==> config.mk <==
export PLATFORM = sky130hd
export DESIGN_NAME = ecap_walker
export DESIGN_NICKNAME = d
export VERILOG_FILES = /design/src/rtl/ecap_pkg.sv /design/src/rtl/ecap_off_chk.sv /design/src/rtl/ecap_hop_ctr.sv /design/src/rtl/ecap_walker.sv
export SDC_FILE = /design/constraint.sdc
export NUM_CORES = 1
export LEC_CHECK = 0
export ABC_AREA = 1
export CAP_MARGIN = 20
export CORE_MARGIN = 5
export CORE_UTILIZATION = 30
export CTS_CLUSTER_DIAMETER = 80
export DETAILED_ROUTE_END_ITERATION = 10
export GPL_TIMING_DRIVEN = 0
export SLEW_MARGIN = 15
export SYNTH_ARGS = -nofsm -noshare
export SYNTH_HDL_FRONTEND = slang
export SYNTH_SLANG_ARGS = --single-unit
export TNS_END_PERCENT = 10
==> constraint.sdc <==
create_clock -name clk -period 4.41 [get_ports clk]
set_input_delay 0.6615 -clock clk [delete_from_list [all_inputs] [get_ports clk]]
set_output_delay 0.6615 -clock clk [all_outputs]
set_load 0.005 [all_outputs]
==> src/rtl/ecap_pkg.sv <==
package ecap_pkg;
  typedef enum logic [2:0] {
    S_IDLE,
    S_RD,
    S_EVAL,
    S_WTAIL,
    S_WNEW,
    S_FIN
  } walk_st_t;

  typedef enum logic [1:0] {
    E_NONE  = 2'd0,
    E_RANGE = 2'd1,
    E_ALIGN = 2'd2,
    E_LOOP  = 2'd3
  } walk_err_t;
endpackage

==> src/rtl/ecap_off_chk.sv <==
module ecap_off_chk #(
  parameter int ADDR_W = 12,
  parameter int BASE   = 256
) (
  input  logic [ADDR_W-1:0] off,
  output logic              misaligned,
  output logic              out_of_win
);
  localparam int LAST = (1 << ADDR_W) - 8;
  localparam logic [ADDR_W-1:0] BASE_OFF = ADDR_W'(BASE);
  localparam logic [ADDR_W-1:0] LAST_OFF = ADDR_W'(LAST);

  always_comb begin
    misaligned = |off[1:0];
    out_of_win = (off < BASE_OFF) || (off > LAST_OFF);
  end
endmodule

==> src/rtl/ecap_hop_ctr.sv <==
module ecap_hop_ctr #(
  parameter int MAX_HOPS = 1024
) (
  input  logic clk,
  input  logic rst_n,
  input  logic clr,
  input  logic inc,
  output logic at_limit
);
  localparam int CW = (MAX_HOPS > 1) ? $clog2(MAX_HOPS) : 1;
  localparam logic [CW-1:0] LIM = CW'(MAX_HOPS - 1);

  logic [CW-1:0] cnt_q, cnt_d;

  always_comb begin
    cnt_d = cnt_q;
    if (clr)      cnt_d = '0;
    else if (inc) cnt_d = cnt_q + 1'b1;
  end

  always_ff @(posedge clk or negedge rst_n) begin
    if (!rst_n)          cnt_q <= '0;
    else if (clr || inc) cnt_q <= cnt_d;
  end

  assign at_limit = (cnt_q == LIM);


  hop_bound_chk: assert property (@(posedge clk) disable iff (!rst_n)
    (inc && !clr) |-> !at_limit);
endmodule

==> src/rtl/ecap_walker.sv <==
module ecap_walker
  import ecap_pkg::*;
#(
  parameter int ADDR_W   = 12,
  parameter int ID_W     = 16,
  parameter int VER_W    = 4,
  parameter int BASE     = 256,
  parameter int MAX_HOPS = 1024
) (
  input  logic                          clk,
  input  logic                          rst_n,
  input  logic                          start,
  input  logic                          op_append,
  input  logic [ID_W:0]                 find_id,
  input  logic [ID_W-1:0]               new_id,
  input  logic [VER_W-1:0]              new_ver,
  input  logic [ADDR_W-1:0]             new_off,
  output logic                          busy,
  output logic                          done,
  output logic [ADDR_W-1:0]             found_off,
  output logic [ADDR_W-1:0]             prev_off,
  output logic [1:0]                    err_code,
  output logic                          mem_rd_en,
  output logic [ADDR_W-3:0]             mem_rd_addr,
  input  logic [ID_W+VER_W+ADDR_W-1:0]  mem_rd_data,
  output logic                          mem_wr_en,
  output logic [ADDR_W-3:0]             mem_wr_addr,
  output logic [ID_W+VER_W+ADDR_W-1:0]  mem_wr_data
);
  localparam int DW      = ID_W + VER_W + ADDR_W;
  localparam int NXT_LSB = ID_W + VER_W;
  localparam int LAST    = (1 << ADDR_W) - 8;
  localparam logic [ADDR_W-1:0] BASE_OFF = ADDR_W'(BASE);

  walk_st_t               st_q, st_d;
  logic                   op_q, op_d;
  logic [ID_W:0]          id_q, id_d;
  logic [ID_W-1:0]        nid_q, nid_d;
  logic [VER_W-1:0]       nver_q, nver_d;
  logic [ADDR_W-1:0]      noff_q, noff_d;
  logic [ADDR_W-1:0]      cur_q, cur_d;
  logic [ADDR_W-1:0]      prev_q, prev_d;
  logic [ADDR_W-1:0]      found_q, found_d;
  logic [DW-1:0]          hdr_q, hdr_d;
  walk_err_t              err_q, err_d;

  logic                   hop_clr, hop_inc, hop_lim;
  logic                   nx_mis, nx_oow, nw_mis, nw_oow;
  logic [ADDR_W-1:0]      nxt;
  logic                   id_hit, first_visit;

  assign nxt         = mem_rd_data[DW-1:NXT_LSB];
  assign id_hit      = !id_q[ID_W] && (mem_rd_data[ID_W-1:0] == id_q[ID_W-1:0]);
  assign first_visit = (prev_q == '0);

  ecap_off_chk #(.ADDR_W(ADDR_W), .BASE(BASE)) u_nxt_chk (
    .off(nxt), .misaligned(nx_mis), .out_of_win(nx_oow));

  ecap_off_chk #(.ADDR_W(ADDR_W), .BASE(BASE)) u_new_chk (
    .off(new_off), .misaligned(nw_mis), .out_of_win(nw_oow));

  ecap_hop_ctr #(.MAX_HOPS(MAX_HOPS)) u_hops (
    .clk(clk), .rst_n(rst_n), .clr(hop_clr), .inc(hop_inc), .at_limit(hop_lim));

  always_comb begin
    st_d    = st_q;
    op_d    = op_q;
    id_d    = id_q;
    nid_d   = nid_q;
    nver_d  = nver_q;
    noff_d  = noff_q;
    cur_d   = cur_q;
    prev_d  = prev_q;
    found_d = found_q;
    hdr_d   = hdr_q;
    err_d   = err_q;
    hop_clr = 1'b0;
    hop_inc = 1'b0;
    mem_rd_en   = 1'b0;
    mem_wr_en   = 1'b0;
    mem_wr_addr = '0;
    mem_wr_data = '0;
    unique case (st_q)
      S_IDLE: begin
        if (start) begin
          op_d    = op_append;
          id_d    = op_append ? {1'b1, {ID_W{1'b0}}} : find_id;
          nid_d   = new_id;
          nver_d  = new_ver;
          noff_d  = new_off;
          cur_d   = BASE_OFF;
          prev_d  = '0;
          found_d = '0;
          err_d   = E_NONE;
          hop_clr = 1'b1;
          if (!op_append)                 st_d = S_RD;
          else if (nw_mis)                begin err_d = E_ALIGN; st_d = S_FIN; end
          else if (nw_oow)                begin err_d = E_RANGE; st_d = S_FIN; end
          else if (new_off == BASE_OFF)   st_d = S_WNEW;
          else                            st_d = S_RD;
        end
      end
      S_RD: begin
        mem_rd_en = 1'b1;
        st_d      = S_EVAL;
      end
      S_EVAL: begin
        hdr_d = mem_rd_data;
        if (first_visit && (mem_rd_data == '0)) begin
          if (op_q) err_d = E_RANGE;
          st_d = S_FIN;
        end else if (id_hit) begin
          found_d = cur_q;
          st_d    = S_FIN;
        end else begin
          prev_d = cur_q;
          if (nxt == '0)   st_d = op_q ? S_WTAIL : S_FIN;
          else if (nx_mis) begin err_d = E_ALIGN; st_d = S_FIN; end
          else if (nx_oow) begin err_d = E_RANGE; st_d = S_FIN; end
          else if (hop_lim) begin err_d = E_LOOP; st_d = S_FIN; end
          else begin
            cur_d   = nxt;
            hop_inc = 1'b1;
            st_d    = S_RD;
          end
        end
      end
      S_WTAIL: begin
        mem_wr_en   = 1'b1;
        mem_wr_addr = prev_q[ADDR_W-1:2];
        mem_wr_data = {noff_q, hdr_q[NXT_LSB-1:0]};
        st_d        = S_WNEW;
      end
      S_WNEW: begin
        mem_wr_en   = 1'b1;
        mem_wr_addr = noff_q[ADDR_W-1:2];
        mem_wr_data = {{ADDR_W{1'b0}}, nver_q, nid_q};
        found_d     = noff_q;
        st_d        = S_FIN;
      end
      S_FIN:   st_d = S_IDLE;
      default: st_d = S_IDLE;
    endcase
  end

  always_ff @(posedge clk or negedge rst_n) begin
    if (!rst_n) begin
      st_q    <= S_IDLE;
      op_q    <= 1'b0;
      id_q    <= '0;
      nid_q   <= '0;
      nver_q  <= '0;
      noff_q  <= '0;
      cur_q   <= '0;
      prev_q  <= '0;
      found_q <= '0;
      hdr_q   <= '0;
      err_q   <= E_NONE;
    end else begin
      st_q    <= st_d;
      op_q    <= op_d;
      id_q    <= id_d;
      nid_q   <= nid_d;
      nver_q  <= nver_d;
      noff_q  <= noff_d;
      cur_q   <= cur_d;
      prev_q  <= prev_d;
      found_q <= found_d;
      hdr_q   <= hdr_d;
      err_q   <= err_d;
    end
  end

  assign busy        = (st_q != S_IDLE) && (st_q != S_FIN);
  assign done        = (st_q == S_FIN);
  assign found_off   = found_q;
  assign prev_off    = prev_q;
  assign err_code    = err_q;
  assign mem_rd_addr = cur_q[ADDR_W-1:2];


  rd_window_chk: assert property (@(posedge clk) disable iff (!rst_n)
    mem_rd_en |-> ({mem_rd_addr, 2'b00} >= BASE && {mem_rd_addr, 2'b00} <= LAST));


  wr_only_append_chk: assert property (@(posedge clk) disable iff (!rst_n)
    mem_wr_en |-> (op_q && err_q == E_NONE));


  done_pulse_chk: assert property (@(posedge clk) disable iff (!rst_n)
    done |=> !done);


  busy_until_done_chk: assert property (@(posedge clk) disable iff (!rst_n)
    busy |=> (busy || done));


  err_no_hit_chk: assert property (@(posedge clk) disable iff (!rst_n)
    (done && err_code != 2'd0) |-> (found_off == '0));
endmodule

==> metrics.md, run 1 <==
| Metric | Value |
|---|---|
| Outcome | `finished clean` |
| H-Tree Depth | `4` |
| Post-CTS setup buffer count | `0` |
| Largest net degree at the start of global routing | `84` |
| Die Span Y | `approximately 160 um` |
| Synthesis-stage register bit count | `121` |
| Crit path DAT | `between 2000 and 3000 ps` |
| Skew final | `about 9.4 ps` |
| Synth Instances | `870` |
| Max Buffers Root-to-Sink | `2` |
| CP Class | `reg -> out` |
| Ant diodes | `0` |
| Vias in the first global route | `5922` |
| Clock insertion delay at the later pin of the skew report | `420 ps` |
| Share of cells above drive strength 1 | `10.21%` |
| Drt first pass iters | `5` |
| Final setup vio count | `0` |
| Register area | `between 0.003 and 0.004 mm2` |
| Total number of vias | `6055` |
| YS warnings | `0` |
| CTS Hold Buffers Added | `0` |
| Routed wire length | `approximately 21 mm` |
| # resized after CTS | `0` |
| Cell Pwr Density | `~590 mW/mm2` |
| Max-slew headroom | `approximately three fifths` |
| Fin. Hold Viols | `0` |
| Mean post-synth cell area | `7.362 um2` |
| Worst Path Required | `between 3000 and 4000 ps` |
| Crit share post-route | `approximately three quarters` |
| Syn nets | `roughly 960` |
| Multi-input gate area | `~0.0027 mm2` |
| Initial antenna violation count | `0` |
| Yosys cell types | `33` |
| Layout Nets | `1142` |
| Worst Setup Start Kind | `register` |
| Gr usage total | `17.39%` |
| Reg clk slew, reported paths | `~50 ps` |
| Post-synthesis sequential area ratio | `between 40% and 50%` |
| Core Footprint | `~0.021 mm2` |
| DP HPWL | `16.54 mm` |
| CTS Sinks | `121` |
| VDD IR max | `approximately 0.31 mV` |
| CTS root buffer | `clkbuf_16` |
| Crit Path Max Fanout | `10` |
| Most frequent cells in the layout | `nand2_1, clkdlybuf4s50_1, dfrtp_1` |
| Worst-Margin Slew | `roughly 580 ps` |
| CTS tree | `built` |
| Final Non-Filler Cells | `between 1000 and 1500` |
| Average vias per placed instance | `4.509` |
| Initial Util | `30.47%` |
| Die Wd | `156.1 um` |
| GRT overflow | `0` |
| First-pass GRT wire length | `between 30 and 40 mm` |
| Routed wire length per instance | `approximately 16 um` |
| I/O Pins | `between 150 and 200` |
| P&R area growth vs syn | `40.67%` |
| RSZ-0062 raised after global routing | `false` |
| # rows | `53` |
| Worst min path class | `in -> async` |
| Power, Total | `5273 uW` |
| Iteration-0 DRC Markers | `351` |
| Final min period | `between 3000 and 4000 ps` |
| Most common cell after layout, fill and taps aside | `nand2_1` |
| Fmax | `306.0 MHz` |
| Port-buffer cells | `approximately 170` |
| GP Congestion | `~0.85` |
| Full die area | `~0.024 mm2` |
| Filler cells | `2123` |
| Max_cap viols | `0` |
| Cts bufs inserted | `17` |
| Placed Instances | `1312` |
| Residual DRC count | `0` |
| Final ANT Viol Nets | `0` |
| Max Slew Vio Count | `0` |
| Leakage power | `approximately 0.0043 uW` |
| Cell area after synthesis | `around 0.0064 mm2` |
| CP Capture Type | `primary output` |
-- power breakdown --
| part | switching, uW | internal (uW) |
|---|---|---|
| clock network | 504 | 838 |
| registers | 260 | 1540 |
| logic | 1200 | 924 |
-- metal layers --
| layer | share of wire (%) | GRT usage [%] | up-vias | wire, um |
|---|---|---|---|---|
| li1 | - | - | 3065 | - |
| met2 | 49 | 28.35 | 155 | 10240 |
| met4 | 2.5 | 7.355 | 0 | 518 |
| met1 | 44 | 22.87 | 2803 | 9189 |
| met5 | 0 | 0 | - | 0 |
| met3 | 5.1 | 2.996 | 32 | 1065 |
-- cell usage after synthesis, drive strengths merged --
cell | instances | area, um2
ha | 1 | 12.51
o31ai | 1 | 7.510
nand2 | 307 | 1222
nand3 | 54 | 287.8
clkinv | 1 | 3.750
xor2 | 5 | 43.79
dfrtp | 121 | 3028
buf | 31 | 214.0
a21oi | 6 | 30.03
xnor2 | 3 | 26.28
o22ai | 22 | 137.6
clkbuf | 16 | 60.06
nand4 | 8 | 50.05
a31oi | 1 | 6.260
nor2 | 90 | 382.9
a22o | 1 | 8.760
nor3 | 7 | 35.03
o21ai | 78 | 409.2
inv | 117 | 439.2
-- final timing paths --
kind                                      startpoint                   endpoint  slack [ps]  cells past startpoint
worst max-delay path             st_q[2]$_DFFE_PN0N_             mem_wr_data[4]        1140                      5
worst min-delay path                           rst_n        id_q[9]$_DFFE_PN0P_         140                      1
worst max register to register   st_q[0]$_DFFE_PN0N_        id_q[8]$_DFFE_PN0P_        2460                      8
worst min register to register  nid_q[2]$_DFFE_PN0P_       nid_q[2]$_DFFE_PN0P_         470                      2
max in group asynchronous                      rst_n  found_off[11]$_DFFE_PN0P_        3530                      2
min in group clk                nid_q[2]$_DFFE_PN0P_       nid_q[2]$_DFFE_PN0P_         470                      2
-- logic make-up after synthesis --
| group | Yosys count | share of synthesized area [%] |
|---|---|---|
| AOI/OAI and AO/OA | 109 | 9.358 |
| xor gates and xnor gates | 8 | 1.094 |
| DFF | 121 | 47.27 |
| and+or+nand+nor | 466 | 30.88 |
| buffers and inverters | 165 | 11.19 |
| adders and majority gates | 1 | 0.1953 |
-- critical path, cell delays in order (launching register included) --
cell and delay (ps):
dfrtp_1 410, inv_1 130, nand3_1 390, clkbuf_1 350, o21ai_0 340, clkdlybuf4s50_1 570
-- area by class of cell --
cell class | instances | area share [%]
buffer | 47 | 3.041
clock buffer | 19 | 4.916
clock inverter | 12 | 1.416
inverter | 118 | 4.916
multi-input combinational | 584 | 29.52
sequential | 121 | 33.61
tap | 275 | 3.819
timing repair buffer | 167 | 18.76
-- stage by stage --
step / setup TNS [ps] / hold WS [ps] / setup WS (ps) / utilization, % / cell area, um2
3_3_place_gp: -275270 / 454.5 / -2285 / 40.01 / 8411
4_1_cts: 0 / 151.2 / 1100 / 42.86 / 9010
3_5_place_dp: 0 / 459.6 / 1550 / 40.15 / 8439
2_1_floorplan: 0 / 365.9 / 2579 / - / 6405
6_report: 0 / 139.9 / 1142 / 42.86 / 9010
5_1_grt: 0 / 174.8 / 1009 / 42.86 / 9010
-- flip-flops by register name, indices dropped and copies added, names as in the netlist --
| signal | count |
|---|---|
| cur_q | 12 |
| id_q | 17 |
| err_code | 2 |
| u_hops.cnt_q | 10 |
| nid_q | 16 |
| st_q | 3 |
| hdr_q | 20 |
| op_q | 1 |
| found_off | 12 |
| prev_off | 12 |
| noff_q | 12 |
| nver_q | 4 |
Power figures use the tool's default switching activity.
==> inputs of run 2 (changes only) <==
==> constraint.sdc (replaced) <==
create_clock -name clk -period 2.7 [get_ports clk]
set_input_delay 0.405 -clock clk [delete_from_list [all_inputs] [get_ports clk]]
set_output_delay 0.405 -clock clk [all_outputs]
set_load 0.005 [all_outputs]
==> metrics.md, run 2 (same netlist as run 1, synthesis figures left out) <==
| Metric | Value |
|---|---|
| I/O Pins | `167 (unchanged)` |
| Drt first pass iters | `5 (unchanged)` |
| # rows | `53 (unchanged)` |
| Largest net degree at the start of global routing | `84 (unchanged)` |
| Power, Total | `8667 uW (+64%)` |
| Final setup vio count | `0 (unchanged)` |
| Crit Path Max Fanout | `15 (+5)` |
| Worst Setup Start Kind | `register` |
| Worst Path Required | `2300 ps (-1450 ps)` |
| Skew final | `7.514 ps (-1.853 ps)` |
| Core Footprint | `0.02102 mm2 (unchanged)` |
| Max-slew headroom | `61.58% (about the same)` |
| Full die area | `0.02437 mm2 (unchanged)` |
| H-Tree Depth | `4 (unchanged)` |
| First-pass GRT wire length | `32.78 mm (+0.23%)` |
| Initial antenna violation count | `0 (unchanged)` |
| Critical-path top delay cell | `clkdlybuf4s50_1` |
| Routed wire length per instance | `15.62 um (-0.14%)` |
| CP peak stage delay | `560 ps (about the same)` |
| Cell Pwr Density | `957.0 mW/mm2 (+64%)` |
| Fmax | `384.3 MHz` |
| VDD IR max | `0.4881 mV (+59%)` |
| Residual DRC count | `0 (unchanged)` |
| Worst min path class | `in -> async` |
| Gr usage total | `17.43% (+0.035 points)` |
| Fin Hold WS | `457.6 ps (+317.6 ps)` |
| Crit-path cells | `nor2_1 -> inv_2 -> nor2_4 -> inv_1 -> nand2_1 -> clkdlybuf4s50_1` |
| Outcome | `finished clean` |
| Reg clk slew, reported paths | `60 ps (about the same)` |
| Average vias per placed instance | `4.501 (-0.17%)` |
| CTS root buffer | `clkbuf_16` |
| Top reg by flops | `hdr_q` |
| Total number of vias | `6045 (-0.17%)` |
| RSZ-0062 raised after global routing | `true` |
| Iteration-0 DRC Markers | `319 (-9.1%)` |
| Post-CTS setup buffer count | `0 (unchanged)` |
| Max_cap viols | `0 (unchanged)` |
| GRT overflow | `0 (unchanged)` |
| Crit path DAT | `2200 ps (-410 ps)` |
| Cts bufs inserted | `17 (unchanged)` |
| Vias in the first global route | `5935 (+0.22%)` |
| Layout Nets | `1142 (unchanged)` |
| Share of cells above drive strength 1 | `10.96% (+0.75 points)` |
| CTS Sinks | `121 (unchanged)` |
| Max Buffers Root-to-Sink | `2 (unchanged)` |
| Die Wd | `156.1 um (unchanged)` |
| Most frequent cells in the layout | `nand2_1, clkdlybuf4s50_1, dfrtp_1` |
| Worst-Margin Slew | `576.3 ps (+0.8333 ps)` |
| Max Slew Vio Count | `0 (unchanged)` |
| Util after Layout | `43.08% (+0.22 points)` |
| CP Class | `reg -> out` |
| Largest regs | `hdr_q x20, id_q x17, nid_q x16` |
| Die Span Y | `156.1 um (unchanged)` |
| Final ANT Viol Nets | `0 (unchanged)` |
| CTS tree | `built` |
| GP Congestion | `0.8515 (unchanged)` |
| Fin. Hold Viols | `0 (unchanged)` |
| Crit share post-route | `a little over nine tenths` |
| Most common cell after layout, fill and taps aside | `nand2_1` |
| Port-buffer cells | `166 (unchanged)` |
| Ant diodes | `0 (unchanged)` |
| Final min period | `between 2000 and 3000 ps` |
| Max reg flops | `20 (unchanged)` |
| Leakage power | `0.004268 uW (+0.41%)` |
| DP HPWL | `16.54 mm (unchanged)` |
| Clock insertion delay at the later pin of the skew report | `420 ps (about the same)` |
| CP Capture Type | `primary output` |
| P&R area growth vs syn | `41.39%` |
| Filler cells | `2119 (-0.19%)` |
| Routed wire length | `20.98 mm (-0.14%)` |
| Initial Util | `30.47% (unchanged)` |
run 2: changes by cell type in the layout (fill, tap and decap cells not counted), moves of 2 or more:
cell,previous run,this run
o21ai_0,67,64
clkbuf_4,0,2
clkbuf_1,17,13
o21ai_1,8,11
run 2: layout make-up:
class                      count  area, um2  share of cell area (%)
sequential                   121       3029                   33.45
multi-input combinational    584       2680                   29.59
timing repair buffer         168       1700                   18.78
clock buffer                  19      442.9                   4.891
inverter                     118      442.9                   4.891
tap                          275      344.1                   3.799
buffer                        46      289.0                   3.191
clock inverter                12      127.6                   1.409
run 2: final timing paths:
| check | from | endpoint | slack, ps | cells after the start |
|---|---|---|---|---|
| min | rst_n | id_q[9]$_DFFE_PN0P_ | 460 | 2 |
| max in group asynchronous | rst_n | found_off[5]$_DFFE_PN0P_ | 1500 | 3 |
| min reg2reg | nid_q[2]$_DFFE_PN0P_ | nid_q[2]$_DFFE_PN0P_ | 470 | 2 |
| max | st_q[0]$_DFFE_PN0N_ | mem_wr_en | 100 | 6 |
| max reg2reg | st_q[0]$_DFFE_PN0N_ | id_q[8]$_DFFE_PN0P_ | 690 | 8 |
| min in group clk | nid_q[2]$_DFFE_PN0P_ | nid_q[2]$_DFFE_PN0P_ | 470 | 2 |
run 2: timing repair:
| item | CTS | global route |
|---|---|---|
| hold buffers | 1 | 0 |
| hold endpoints to repair | 38 | 0 |
| pin swaps | 0 | 0 |
| resized for setup | 14 | 4 |
| endpoints found under the setup margin | 42 | 26 |
run 2: metrics by stage:
stage	instance area (um2)	TNS, ps	cells	worst slack [ps]
6_report	9056	0	1343	97.86
3_3_place_gp	8411	-451140	1311	-3739
3_5_place_dp	8439	0	1312	96.12
5_1_grt	9056	-64.84	1343	-21.31
2_1_floorplan	6405	0	870	1093
4_1_cts	9055	0	1344	18.15
run 2: report_power, final:
part	internal, uW	leakage (uW)	switching [uW]
combinational	1530	0.00243	1980
clock	1370	0.000271	828
sequential	2520	0.00157	433
run 2: metal layers:
| metal | up-vias | share of wire (%) | global-route usage (%) |
|---|---|---|---|
| met2 | 144 | 49 | 28.43 |
| met5 | - | 0 | 0 |
| met3 | 34 | 4.7 | 2.940 |
| met4 | 0 | 2.6 | 7.355 |
| li1 | 3068 | - | - |
| met1 | 2799 | 44 | 22.94 |
run 2: critical path: cells and delay by family (launching register included):
family,cells,cell delay [ps]
flops,1,430
buf+inv,3,880
simple gates,3,460
